--- config.mk ---
export PLATFORM = sky130hd
export DESIGN_NAME = frame_uart
export DESIGN_NICKNAME = d
export VERILOG_FILES = /design/src/rtl/frame_uart_pkg.sv /design/src/rtl/frame_uart_ctrl.sv /design/src/rtl/frame_uart_dp.sv /design/src/rtl/frame_uart.sv
export SDC_FILE = /design/constraint.sdc
export NUM_CORES = 1
export LEC_CHECK = 0
export ABC_CLOCK_PERIOD_IN_PS = 5650
export BUFFER_PORTS_ARGS = -buffer_cell sky130_fd_sc_hd__buf_4
export CELL_PAD_IN_SITES_DETAIL_PLACEMENT = 0
export CELL_PAD_IN_SITES_GLOBAL_PLACEMENT = 1
export CORE_MARGIN = 2
export CORE_UTILIZATION = 50
export DETAILED_ROUTE_END_ITERATION = 8
export PLACE_DENSITY = 0.84
export SYNTH_ARGS = -nofsm -noshare
export SYNTH_HDL_FRONTEND = slang
export SYNTH_HIERARCHICAL = 1
export SYNTH_SLANG_ARGS = --single-unit
--- constraint.sdc ---
create_clock -name clk -period 5.65 [get_ports clk]
set_input_delay 1.13 -clock clk [delete_from_list [all_inputs] [get_ports clk]]
set_output_delay 1.13 -clock clk [all_outputs]
set_load 0.01 [all_outputs]
--- src/rtl/frame_uart_pkg.sv ---
package frame_uart_pkg;
  localparam int unsigned CHAR_W  = 8;
  localparam int unsigned FRAME_W = CHAR_W + 4;
  localparam int unsigned IDX_W   = $clog2(FRAME_W + 1);

  typedef enum logic [1:0] {
    MODE_8N   = 2'd0,
    MODE_7P   = 2'd1,
    MODE_8P   = 2'd2,
    MODE_RSVD = 2'd3
  } frameMode_e;

  // strobes from control to datapath
  typedef struct packed {
    logic             txLoad;
    logic             txShift;
    logic             txActive;
    logic             rxStart;
    logic             rxSample;
    logic             rxIsStop;
    logic             rxCommit;
    logic [IDX_W-1:0] rxIdx;
  } strobe_t;

  function automatic logic [IDX_W-1:0] charBits(input logic [1:0] m);
    return (m == MODE_7P) ? IDX_W'(CHAR_W - 1) : IDX_W'(CHAR_W);
  endfunction

  function automatic logic withParity(input logic [1:0] m);
    return (m == MODE_7P) || (m == MODE_8P);
  endfunction
endpackage

--- src/rtl/frame_uart_ctrl.sv ---
module frame_uart_ctrl
  import frame_uart_pkg::*;
#(
  parameter int unsigned OVERSAMPLE = 16
) (
  input  logic       clk,
  input  logic       rstN,
  input  logic       tick,
  input  logic [1:0] mode,
  input  logic       twoStop,
  input  logic       rxEnSet,
  input  logic       txFull,
  input  logic       rxLine,
  output strobe_t    stb
);
  localparam int unsigned CNT_W = $clog2(OVERSAMPLE);
  localparam logic [CNT_W-1:0] LAST_TICK = CNT_W'(OVERSAMPLE - 1);
  localparam logic [CNT_W-1:0] MID_TICK  = CNT_W'(OVERSAMPLE / 2 - 1);

  typedef enum logic [1:0] {RX_IDLE, RX_START, RX_BITS} rxState_e;

  logic             txActive;
  logic [CNT_W-1:0] txTick;
  logic [IDX_W-1:0] txLeft;
  logic             rxOn;
  rxState_e         rxState;
  logic [CNT_W-1:0] rxTick;
  logic [IDX_W-1:0] rxIdx;
  logic [IDX_W-1:0] stopIdx, bodyLen, frameLen, lastIdx;

  // frame geometry from the live configuration
  always_comb begin
    stopIdx  = charBits(mode) + IDX_W'(withParity(mode));
    bodyLen  = stopIdx + (twoStop ? IDX_W'(2) : IDX_W'(1));
    frameLen = bodyLen + IDX_W'(1);
    lastIdx  = bodyLen - IDX_W'(1);
  end

  always_comb begin
    stb          = '0;
    stb.txLoad   = !txActive && txFull;
    stb.txShift  = txActive && tick && (txTick == LAST_TICK);
    stb.txActive = txActive;
    stb.rxStart  = (rxState == RX_START) && tick && (rxTick == MID_TICK) && !rxLine;
    stb.rxSample = (rxState == RX_BITS) && tick && (rxTick == LAST_TICK);
    stb.rxIsStop = (rxIdx >= stopIdx);
    stb.rxCommit = (rxState == RX_BITS) && tick && (rxTick == LAST_TICK) && (rxIdx == lastIdx);
    stb.rxIdx    = rxIdx;
  end

  // transmit sequencing
  always_ff @(posedge clk or negedge rstN) begin
    if (!rstN) begin
      txActive <= 1'b0;
      txTick   <= '0;
      txLeft   <= '0;
    end else if (!txActive) begin
      if (txFull) begin
        txActive <= 1'b1;
        txTick   <= '0;
        txLeft   <= frameLen;
      end
    end else if (tick) begin
      if (txTick == LAST_TICK) begin
        txTick <= '0;
        txLeft <= txLeft - IDX_W'(1);
        if (txLeft == IDX_W'(1)) txActive <= 1'b0;
      end else begin
        txTick <= txTick + CNT_W'(1);
      end
    end
  end

  // receive sequencing
  always_ff @(posedge clk or negedge rstN) begin
    if (!rstN) begin
      rxOn    <= 1'b0;
      rxState <= RX_IDLE;
      rxTick  <= '0;
      rxIdx   <= '0;
    end else begin
      if (rxEnSet) rxOn <= 1'b1;
      case (rxState)
        RX_IDLE: begin
          if (rxOn && tick && !rxLine) begin
            rxState <= RX_START;
            rxTick  <= '0;
          end
        end
        RX_START: begin
          if (tick) begin
            if (rxTick == MID_TICK) begin
              rxTick  <= '0;
              rxIdx   <= '0;
              rxState <= rxLine ? RX_IDLE : RX_BITS;
            end else begin
              rxTick <= rxTick + CNT_W'(1);
            end
          end
        end
        RX_BITS: begin
          if (tick) begin
            if (rxTick == LAST_TICK) begin
              rxTick <= '0;
              rxIdx  <= rxIdx + IDX_W'(1);
              if (rxIdx == lastIdx) rxState <= RX_IDLE;
            end else begin
              rxTick <= rxTick + CNT_W'(1);
            end
          end
        end
        default: rxState <= RX_IDLE;
      endcase
    end
  end

  AST_RX_IDLE_WHEN_OFF: assert property (@(posedge clk) disable iff (!rstN)
    !rxOn |-> rxState == RX_IDLE);
  AST_TX_LEFT_NONZERO: assert property (@(posedge clk) disable iff (!rstN)
    txActive |-> txLeft != '0);
endmodule

--- src/rtl/frame_uart_dp.sv ---
module frame_uart_dp
  import frame_uart_pkg::*;
(
  input  logic              clk,
  input  logic              rstN,
  input  strobe_t           stb,
  input  logic [1:0]        mode,
  input  logic              parityOdd,
  input  logic              parityEn,
  input  logic              frameErrEn,
  input  logic              overrunErrEn,
  input  logic              txWrite,
  input  logic [CHAR_W-1:0] txData,
  output logic              txd,
  output logic              txFull,
  input  logic              rxd,
  output logic              rxLine,
  input  logic              rxRead,
  output logic [CHAR_W-1:0] rxData,
  output logic              rxValid,
  input  logic              clrFrameErr,
  input  logic              clrParityErr,
  input  logic              clrOverrunErr,
  output logic              frameErr,
  output logic              parityErr,
  output logic              overrunErr
);
  logic [CHAR_W-1:0]  txBuf;
  logic [FRAME_W-1:0] txShreg;
  logic [1:0]         rxSync;
  logic [FRAME_W-1:0] rxBits;
  logic               stopBad;
  logic [CHAR_W-1:0]  rxChar;
  logic               rxParBit, badStop, parMiss, overrun;

  function automatic logic [FRAME_W-1:0] packFrame(input logic [1:0] m, input logic odd,
                                                    input logic [CHAR_W-1:0] d);
    logic [FRAME_W-1:0] f;
    logic [CHAR_W-1:0]  body;
    body = (m == MODE_7P) ? {1'b0, d[CHAR_W-2:0]} : d;
    f = '1;
    f[0] = 1'b0;
    f[CHAR_W:1] = body;
    if (withParity(m)) f[int'(charBits(m)) + 1] = odd ^ (^body);
    return f;
  endfunction

  // transmit buffer and shifter
  always_ff @(posedge clk or negedge rstN) begin
    if (!rstN) begin
      txBuf   <= '0;
      txFull  <= 1'b0;
      txShreg <= '1;
    end else begin
      if (stb.txLoad) begin
        txFull  <= 1'b0;
        txShreg <= packFrame(mode, parityOdd, txBuf);
      end else begin
        if (txWrite && !txFull) begin
          txBuf  <= txData;
          txFull <= 1'b1;
        end
        if (stb.txShift) txShreg <= {1'b1, txShreg[FRAME_W-1:1]};
      end
    end
  end
  assign txd = txShreg[0];

  // receive capture
  assign rxLine = rxSync[1];

  always_comb begin
    rxChar   = (mode == MODE_7P) ? {1'b0, rxBits[CHAR_W-2:0]} : rxBits[CHAR_W-1:0];
    rxParBit = rxBits[int'(charBits(mode))];
    badStop  = stopBad | !rxLine;
    parMiss  = withParity(mode) && (rxParBit != (parityOdd ^ (^rxChar)));
    overrun  = rxValid && !rxRead;
  end

  always_ff @(posedge clk or negedge rstN) begin
    if (!rstN) begin
      rxSync     <= 2'b11;
      rxBits     <= '0;
      stopBad    <= 1'b0;
      rxData     <= '0;
      rxValid    <= 1'b0;
      frameErr   <= 1'b0;
      parityErr  <= 1'b0;
      overrunErr <= 1'b0;
    end else begin
      rxSync <= {rxSync[0], rxd};
      if (stb.rxStart) stopBad <= 1'b0;
      if (stb.rxSample) begin
        if (!stb.rxIsStop) rxBits[stb.rxIdx] <= rxLine;
        else if (!rxLine)  stopBad <= 1'b1;
      end
      if (stb.rxCommit && !overrun) begin
        rxData  <= rxChar;
        rxValid <= 1'b1;
      end else if (rxRead) begin
        rxValid <= 1'b0;
      end
      frameErr   <= (stb.rxCommit && frameErrEn && badStop) | (frameErr & !clrFrameErr);
      parityErr  <= (stb.rxCommit && parityEn && parMiss) | (parityErr & !clrParityErr);
      overrunErr <= (stb.rxCommit && overrunErrEn && overrun) | (overrunErr & !clrOverrunErr);
    end
  end

  AST_TXD_HIGH_IDLE: assert property (@(posedge clk) disable iff (!rstN)
    !stb.txActive |-> txd);
  AST_FULL_WRITE_IGNORED: assert property (@(posedge clk) disable iff (!rstN)
    (txWrite && txFull && !stb.txLoad) |=> $stable(txBuf));
  AST_OVERRUN_KEEPS_DATA: assert property (@(posedge clk) disable iff (!rstN)
    (stb.rxCommit && rxValid && !rxRead) |=> $stable(rxData));
  AST_FRAME_FLAG_STICKY: assert property (@(posedge clk) disable iff (!rstN)
    (frameErr && !clrFrameErr) |=> frameErr);
  AST_SEVEN_BIT_TOP_ZERO: assert property (@(posedge clk) disable iff (!rstN)
    (stb.rxCommit && !overrun && mode == MODE_7P) |=> !rxData[CHAR_W-1]);
endmodule

--- src/rtl/frame_uart.sv ---
module frame_uart
  import frame_uart_pkg::*;
#(
  parameter int unsigned OVERSAMPLE = 16
) (
  input  logic       clk,
  input  logic       rstN,
  input  logic       tick,
  input  logic [1:0] mode,
  input  logic       twoStop,
  input  logic       parityOdd,
  input  logic       parityEn,
  input  logic       frameErrEn,
  input  logic       overrunErrEn,
  input  logic       rxEnSet,
  input  logic       txWrite,
  input  logic [7:0] txData,
  output logic       txEmpty,
  output logic       txd,
  input  logic       rxd,
  input  logic       rxRead,
  output logic [7:0] rxData,
  output logic       rxValid,
  input  logic       clrFrameErr,
  input  logic       clrParityErr,
  input  logic       clrOverrunErr,
  output logic       frameErr,
  output logic       parityErr,
  output logic       overrunErr
);
  strobe_t stb;
  logic    txFull;
  logic    rxLine;

  frame_uart_ctrl #(.OVERSAMPLE(OVERSAMPLE)) i_ctrl (
    .clk(clk), .rstN(rstN), .tick(tick), .mode(mode), .twoStop(twoStop),
    .rxEnSet(rxEnSet), .txFull(txFull), .rxLine(rxLine), .stb(stb)
  );

  frame_uart_dp i_dp (
    .clk(clk), .rstN(rstN), .stb(stb), .mode(mode), .parityOdd(parityOdd),
    .parityEn(parityEn), .frameErrEn(frameErrEn), .overrunErrEn(overrunErrEn),
    .txWrite(txWrite), .txData(txData), .txd(txd), .txFull(txFull),
    .rxd(rxd), .rxLine(rxLine), .rxRead(rxRead), .rxData(rxData), .rxValid(rxValid),
    .clrFrameErr(clrFrameErr), .clrParityErr(clrParityErr), .clrOverrunErr(clrOverrunErr),
    .frameErr(frameErr), .parityErr(parityErr), .overrunErr(overrunErr)
  );

  assign txEmpty = !txFull;
endmodule

==> out/qor.yml <==
synthesis:
  ys_warn_count: 6
  mappedNetlistArea_mm2: 0.00348
  syn_nets: 361
  syn_avg_cell_area_um2: 10.9
  syn_inst: 318
setup_path:
  start_kind: "primary input"
  crit_arrival_ns: 3.98
  reg2reg_depth: 8
  path_cells: "buf_4 -> inv_1 -> ha_1 -> nand2_1 -> fa_1 -> inv_1 -> ha_1 -> xor2_1 -> nand4b_1 -> nor2_1 -> nand2_1 -> mux2_2"
  reg2reg_from: "i_ctrl/rxIdx[0]"
  path_buf_inv: 3
  slowest_stage: "fa_1"
  cp-end-kind: "flip-flop"
  max_stage_delay_ns: 0.57
  crit_type: "primary input to flip-flop"
  crit_cells: 12
  reg2reg_setup_slack_ns: 3.16
  path_max_fanout: 9
  worst_r2r_endpoint: "i_dp/rxBits[8]"
  required_ns: 5.87
  crit_family: "adder cells"
sta:
  clock_skew_ns: 0.00998
  max_freq_ghz: 0.266
  hold_viol: 0
  max_slew_margin_pct: 39.3
  period_share_pct: 66.6
  worstMarginPinSlew_ns: 0.906
  finalMaxSlewViolations: 0
  setup_viol: 0
  rsz0062_at_grt: "no"
  period_minus_slack_ns: 3.76
  post-route-worst-setup-slack_ns: 1.89
  fin_tns_setup_ns: 0
floorplanning:
  die_width_um: 87.4
  die_area_mm2: 0.00764
  fp.dieH_um: 87.4
  start_util_pct: 51.5
  placementRows: 30
  core_area_mm2: 0.00676
  ios: 39
hold_path:
  hold-path-cell-count: 0
  min-delay-start: "i_dp/rxSync[0]"
  min_path_type: "flip-flop to flip-flop"
  whs_endpoint: "i_dp/rxSync[1]"
power_and_ir_drop:
  total_power_w: 0.00144
  leakagePower_nw: 1.87
  peakVddDrop_uv: 143
  power_density_mw_per_mm2: 353
placed_design:
  hpwl_mm: 4.66
  place_area_mm2: 0.00383
  io_buffers: 38
  gp_congestion: 0.763
  post-place-ws_ns: 1.57
detailed_routing:
  wirelength_mm: 6.66
  drc_errors: 0
  firstDrtPassIters: 4
  num_vias: 2428
  routed_via_density: 5.43
  ant_nets: 0
  drt_iter0_markers: 86
  wl_per_cell_um: 14.9
layout:
  antenna_cells: 0
  layout_common_cells: "dfrtp_1, buf_4, nand2_1"
  area_growth_pct: 16.7
  fin_util_pct: 60.1
  drive_gt1_share_pct: 25.9
  design_area_mm2: 0.00406
  layout.nets: 405
  final_common_cell: "dfrtp_1"
global_routing:
  grt_overflow: 0
  grt_max_degree: 64
  grt_usage_pct: 19.6
  antenna_found_initial: 0
  grt_pass1_vias: 2455
  grt_first_pass_wirelength_mm: 11.6
clocking:
  clock_latency_ns: 0.34
  h-tree-depth: 3
  cts_root_buf: "clkbuf_8"
  cts_buffers: 9
  cts_sinks: 63
  clkTransAtPathRegs_ns: 0.07
  cts.repair.resized: 0
  cts_tree: "yes"
  cts_setup_buffers: 0
  ctsHoldBuffers: 0
  clk_path_buf_depth: 2
run:
  drv_cap: 0
outcome:
  status: "complete, no violations"
-- state kept, by name (all words and copies together), names as in the netlist, 2 cells and up --
register        count
i_ctrl/txLeft       4
i_dp/txBuf          8
i_ctrl/txTick       4
i_dp/rxBits         9
i_dp/rxData         8
i_ctrl/rxIdx        4
i_ctrl/rxTick       4
i_dp/rxSync         2
i_ctrl/rxState      2
i_dp/txShreg       10
-- final cells by class --
class,count,area (um^2)
Fill cell,594,2700
Multi-Input combinational cell,225,1760
Sequential cell,63,1590
Timing Repair Buffer,39,293
Clock buffer,10,138
Tap cell,80,100
Clock inverter,6,92.6
Inverter,24,90.1
-- worst max path at each step --
stage | from | end | slack, ns
after floorplan | mode[0] | i_dp/rxData[0] | 2.13
after CTS | mode[0] | i_dp/rxData[0] | 1.92
after detailed placement | mode[0] | i_dp/rxData[0] | 1.57
after global placement | mode[0] | i_dp/rxData[2] | 1.68
final | mode[0] | i_dp/rxData[0] | 1.89
after global routing | mode[0] | i_dp/rxData[0] | 1.74
-- per-layer routing --
metal | part of all wire [%] | track usage, % | up-vias | wire length (um)
met5 | 0 | 0 | - | 0
met4 | 1.3 | 7.97 | 0 | 85
met3 | 2.7 | 3.79 | 8 | 183
met2 | 48 | 30.5 | 34 | 3210
met1 | 48 | 26.8 | 1189 | 3180
li1 | - | - | 1197 | -
-- power breakdown --
group / leakage (nW) / switching (W) / internal [W]
Clock: 0.109 / 0.000187 / 0.000263
Sequential: 0.787 / 0.0000715 / 0.000531
Combinational: 0.972 / 0.000199 / 0.000184
Total: 1.87 / 0.000457 / 0.000978
-- per-stage QoR --
step	instances	hold WS, ns
3_3_place_gp	431	0.346
5_1_grt	447	0.361
2_1_floorplan	318	0.345
6_report	447	0.357
4_1_cts	447	0.360
3_5_place_dp	431	0.347
No activity file was read; power rests on OpenSTA's default activity.
